`config.mk`:
```
export PLATFORM = sky130hd
export DESIGN_NAME = seqdog_top
export DESIGN_NICKNAME = d
export VERILOG_FILES = /design/src/rtl/seqdog_pkg.sv /design/src/rtl/seqdog_keydet.sv /design/src/rtl/seqdog_counter.sv /design/src/rtl/seqdog_pulse.sv /design/src/rtl/seqdog_top.sv
export SDC_FILE = /design/constraint.sdc
export NUM_CORES = 1
export LEC_CHECK = 0
export ABC_AREA = 1
export BUFFER_PORTS_ARGS = -buffer_cell sky130_fd_sc_hd__buf_2
export CAP_MARGIN = 20
export CELL_PAD_IN_SITES_DETAIL_PLACEMENT = 2
export CELL_PAD_IN_SITES_GLOBAL_PLACEMENT = 2
export CORE_MARGIN = 2
export CORE_UTILIZATION = 31
export CTS_BUF_LIST = sky130_fd_sc_hd__clkbuf_16
export DETAILED_ROUTE_END_ITERATION = 10
export GPL_TIMING_DRIVEN = 0
export HOLD_SLACK_MARGIN = 0.12
export PLACE_DENSITY_LB_ADDON = 0.1
export SYNTH_ARGS = -nofsm -noshare
export SYNTH_HDL_FRONTEND = slang
export SYNTH_SLANG_ARGS = --single-unit
```
`constraint.sdc`:
```
create_clock -name clk -period 1.87 [get_ports clk]
set_input_delay 0 -clock clk [delete_from_list [all_inputs] [get_ports clk]]
set_output_delay 0 -clock clk [all_outputs]
set_load 0.01 [all_outputs]
```
`src/rtl/seqdog_pkg.sv`:
```
package seqdog_pkg;
  typedef enum logic {
    KEY_WAIT = 1'b0,
    KEY_HALF = 1'b1
  } key_st_t;
endpackage

```
`src/rtl/seqdog_keydet.sv`:
```
module seqdog_keydet
  import seqdog_pkg::*;
#(
  parameter logic [7:0] KEY_FIRST  = 8'h1E,
  parameter logic [7:0] KEY_SECOND = 8'hE1
) (
  input  logic       clk,
  input  logic       rst,
  input  logic       wr_en,
  input  logic [7:0] wr_data,
  input  logic       blocked,
  output logic       key_hit
);
  key_st_t st_q;

  // Key completes on the second byte only when the first was seen just before.
  always_comb key_hit = wr_en && !blocked && (st_q == KEY_HALF) && (wr_data == KEY_SECOND);

  always_ff @(posedge clk) begin
    if (rst || blocked) begin
      st_q <= KEY_WAIT;
    end else if (wr_en) begin
      st_q <= (wr_data == KEY_FIRST) ? KEY_HALF : KEY_WAIT;
    end
  end
endmodule

```
`src/rtl/seqdog_counter.sv`:
```
module seqdog_counter #(
  parameter int CNT_W = 14
) (
  input  logic             clk,
  input  logic             rst,
  input  logic             key_hit,
  input  logic             mc_tick,
  input  logic             pdown,
  output logic             en_q,
  output logic [CNT_W-1:0] cnt_q,
  output logic             fire
);
  localparam logic [CNT_W-1:0] CNT_MAX = '1;

  // A refresh in the overflow cycle suppresses the reset.
  always_comb fire = en_q && (cnt_q == CNT_MAX) && !key_hit;

  always_ff @(posedge clk) begin
    if (rst || fire) begin
      en_q  <= 1'b0;
      cnt_q <= '0;
    end else if (key_hit) begin
      en_q  <= 1'b1;
      cnt_q <= '0;
    end else if (en_q && mc_tick && !pdown) begin
      cnt_q <= cnt_q + 1'b1;
    end
  end
endmodule

```
`src/rtl/seqdog_pulse.sv`:
```
module seqdog_pulse #(
  parameter int PULSE_LEN = 96
) (
  input  logic clk,
  input  logic rst,
  input  logic fire,
  output logic pulse_q,
  output logic req_q
);
  localparam int PW = $clog2(PULSE_LEN + 1);
  logic [PW-1:0] left_q;
  logic          start;

  always_comb start = fire && !pulse_q;

  always_ff @(posedge clk) begin
    if (rst) begin
      pulse_q <= 1'b0;
      req_q   <= 1'b0;
      left_q  <= '0;
    end else begin
      req_q <= start;
      if (start) begin
        pulse_q <= 1'b1;
        left_q  <= PW'(PULSE_LEN - 1);
      end else if (pulse_q) begin
        if (left_q == '0) pulse_q <= 1'b0;
        else left_q <= left_q - 1'b1;
      end
    end
  end
endmodule

```
`src/rtl/seqdog_top.sv`:
```
module seqdog_top #(
  parameter int         CNT_W      = 14,
  parameter int         PULSE_LEN  = 96,
  parameter logic [7:0] KEY_FIRST  = 8'h1E,
  parameter logic [7:0] KEY_SECOND = 8'hE1
) (
  input  logic       clk,
  input  logic       rst,
  input  logic       wr_en,
  input  logic [7:0] wr_data,
  input  logic       mc_tick,
  input  logic       idle,
  input  logic       pdown,
  output logic       rst_req,
  output logic       rst_out,
  output logic       wd_on
);
  logic             key_hit;
  logic             fire;
  logic             en_q;
  logic [CNT_W-1:0] cnt_q;
  logic             pulse_q;
  logic             req_q;

  seqdog_keydet #(.KEY_FIRST(KEY_FIRST), .KEY_SECOND(KEY_SECOND)) u_key (
    .clk(clk), .rst(rst), .wr_en(wr_en), .wr_data(wr_data),
    .blocked(pulse_q), .key_hit(key_hit)
  );

  seqdog_counter #(.CNT_W(CNT_W)) u_cnt (
    .clk(clk), .rst(rst), .key_hit(key_hit), .mc_tick(mc_tick),
    .pdown(pdown), .en_q(en_q), .cnt_q(cnt_q), .fire(fire)
  );

  seqdog_pulse #(.PULSE_LEN(PULSE_LEN)) u_pls (
    .clk(clk), .rst(rst), .fire(fire), .pulse_q(pulse_q), .req_q(req_q)
  );

  assign rst_req = req_q;
  assign rst_out = pulse_q;
  assign wd_on   = en_q;
endmodule


```
==> summary.txt <==
Worst Skew - 0.00379 ns
Reg power frac - 49.7%
Worst-path fanout max - 8
Total track usage - 17.4%
Initial Utilization - 32.5%
Lkg Pwr - 0.705 nW
Worst-Skew Late Latency - 0.26 ns
Maximum clock path buffer count - 2
Multi-input gate area - 792 um^2
WL/cell - 13.9 um
Finished Layout Cells - 284
Leading area contributor after synthesis - dfxtp_1
CTS Buf Count - 3
FF-to-FF path depth - 9
Largest net degree at the start of global routing - 14
WP data required - 2.02 ns
H-tree depth - 1
Max Slew Vio Count - 0
CTS tree - built
Die W - 71.8 um
Initial antenna violation count - 0
Die area - 5150 um^2
Sequential Area - 500 um^2
Switch share - 21.6%
Vias in the first global route - 1589
Share of the synthesized area in the top cell type - 35.1%
Number of top-level pins - 17
Crit. Startpoint - rst
CTS Sinks - 25
Slew of the pin with the lowest slew margin - 0.410 ns
Worst hold start - mc_tick
Number of flops mapped to enable cells by yosys - 0
Min-Delay Endpoint - u_cnt.cnt_q[1]
Comb pwr share - 4.7%
Die Span Y - 71.8 um
Max_cap viols - 0
WP buf/inv - 4
Internal - 842 uW
Row count - 24
Core area - 4380 um^2
Crit-path most repeated cell - dlygate4sd3_1
Commonest cells post-synth - nand2_1 (57), nor2_1 (33), inv_1 (30)
Sequential element share of the synthesized area - 35.1%
CP endpoint kind - register
PwrDens - 640 nW/um^2
Port Buffers - 14
Psw - 232 uW
Nets - 250
Vias per cell - 4.83
Placed instance count - 276
Clock share of power - 45.6%
Final setup violating endpoints - 0
Drt first pass iters - 4
Cell Area, Synth - 1420 um^2
Most frequent cell after synthesis - nand2_1
Largest cells by area after synthesis - dfxtp_1 (35%), nand2_1 (15%), nor2_1 (8.7%), inv_1 (7.9%), a21oi_2 (3.7%)
First-pass GRT wire length - 7110 um
Crit path launch type - input pin
CP max-delay cell - dlygate4sd3_1
RR Startpoint - u_cnt.cnt_q[0]
Area Overhead vs Synth - 17.8%
Hold path depth - 5
Final Hold Viols - 0
CTS root buf - clkbuf_16
Total grt overflow - 0
Syn avg cell area - 6.78 um^2
Max incr delay on CP - 0.55 ns
Max Clock Freq - 615 MHz
Clock slew at reported path FFs - 0.07 ns
Fin crit period - 1.63 ns
Fraction of registers with async set/reset - 0%
Slew HR - 72.7%
Diode count - 0
Total number of vias - 1372
Fillcell total - 549
Post-Syn Nets - 227
Synth Flop Type - dfxtp_1
Worst hold path type - input pin to register
Critical path type - input pin to register
Total Wirelength - 3950 um
CP delay by family, top - buffers and inverters
Post-synthesis instance total - 210
VDD IR-drop max - 0.290 mV
Cell Chain, Critical Path - dlygate4sd3_1 > clkbuf_1 > inv_1 > o211ai_1 > a21oi_1 > dlygate4sd3_1
GPL Wtd Cong - 0.695
Yosys warns - 0
Layout cell share with drive strength beyond 1 - 18.1%
RSZ-0062 raised after global routing - no
Worst reg2reg path endpoint - u_cnt.cnt_q[6]
Status - completed
Drt initial violations - 33
Critical Path AT - 1.77 ns
Unique cell type count in the Yosys netlist - 29
HPWL Detailed - 3000 um
DRC - 0
Setup slack, reg-to-reg - 0.34 ns
ANT nets after route - 0
Final worst path period share - 86.9%
Synth Register Bits - 25
Final setup TNS - 0 ns
-- worst max path at each step --
stage | endpoint | slack (ns) | depth (start not counted)
3_5_place_dp | u_cnt.cnt_q[6] | 0.35 | 9
3_3_place_gp | u_pls.left_q[1] | 0.39 | 9
6_report | u_key.st_q | 0.24 | 6
5_1_grt | u_pls.left_q[1] | 0.10 | 9
2_1_floorplan | u_cnt.cnt_q[10] | 0.57 | 8
4_1_cts | u_key.st_q | 0.23 | 6
-- metrics by stage --
step	worst slack [ns]	total power, mW	hold slack [ns]	util [%]	cell area [um^2]
after floorplan	0.568	0.569	0.0948	-	1420
after global placement	0.394	0.586	0.212	35.6	1560
after detailed placement	0.346	0.590	0.223	35.6	1560
after CTS	0.233	1.09	0.129	38.3	1680
after global routing	0.102	1.12	0.160	38.3	1680
final	0.244	1.07	0.137	38.3	1680
-- logic make-up after synthesis --
group / Yosys count / synth area share, %
compound gates: 26 / 12.0
flops: 25 / 35.1
simple gates: 120 / 39.2
fa+ha+maj: 3 / 2.64
xor+xnor: 3 / 1.85
buf+inv: 33 / 9.23
-- what timing repair did --
| action | CTS | global route |
|---|---|---|
| hold buffers | 4 | 0 |
| hold endpoints to repair | 6 | 0 |
| gates resized for setup | 0 | 0 |
| setup buffers | 0 | 0 |
-- flip-flops by register name, summed over array words and instances (netlist names) --
register,count
u_pls.req_q,1
u_pls.pulse_q,1
u_pls.left_q,7
u_key.st_q,1
u_cnt.cnt_q,14
u_cnt.en_q,1
-- cells in the final DEF (no fill, tap or decap), types with 3 or more instances in the layout --
cell           synthesis  layout
buf_2                  0      14
nor2_2                 4       4
o21ai_0                6       6
nand3_2                4       4
nand2_1               57      57
dlygate4sd3_1          0       4
nor2_1                33      33
dfxtp_1               25      25
inv_1                 30      31
nand3_1                8       8
ha_1                   3       3
clkbuf_16              0       3
nand2_2                3       3
a21oi_1                7       7
a21oi_2                6       6
nand4_1                3       3
-- metal layers --
| metal | global-route usage (%) | wire, um | vias up | share of wire [%] |
|---|---|---|---|---|
| li1 | - | - | 700 | - |
| met1 | 22.7 | 1850 | 657 | 47 |
| met2 | 30.6 | 2010 | 11 | 51 |
| met3 | 2.11 | 51 | 4 | 1.3 |
| met4 | 4.19 | 33 | 0 | 0.84 |
| met5 | 0 | 0 | - | 0 |
-- area by class of cell --
type | count | area share (%)
flip-flops and latches | 25 | 29.8
plain buffers | 2 | 0.895
multi-input cells | 152 | 47.2
well taps | 52 | 3.88
inverters | 31 | 6.94
clock buffers | 3 | 4.47
repair buffers | 18 | 6.56
clock inverters | 1 | 0.224
-- worst reg2reg max path: stages, from the launching register on --
cell	delay (ns)
dfxtp_1	0.38
ha_1	0.19
nand2_1	0.06
nor2_1	0.10
nand2_1	0.10
nor2_4	0.16
nand2_2	0.08
nand3_2	0.12
buf_6	0.19
nor2_1	0.07
-- power by group through the flow --
| stage | logic, mW | clock network (mW) | registers, mW |
|---|---|---|---|
| after floorplan | 0.0228 | 0 | 0.546 |
| after global placement | 0.0406 | 0 | 0.546 |
| after detailed placement | 0.0443 | 0 | 0.546 |
| after CTS | 0.0508 | 0.506 | 0.533 |
| after global routing | 0.0561 | 0.531 | 0.533 |
| final | 0.0501 | 0.490 | 0.534 |
Note: power is estimated with default switching activity, not from simulation.
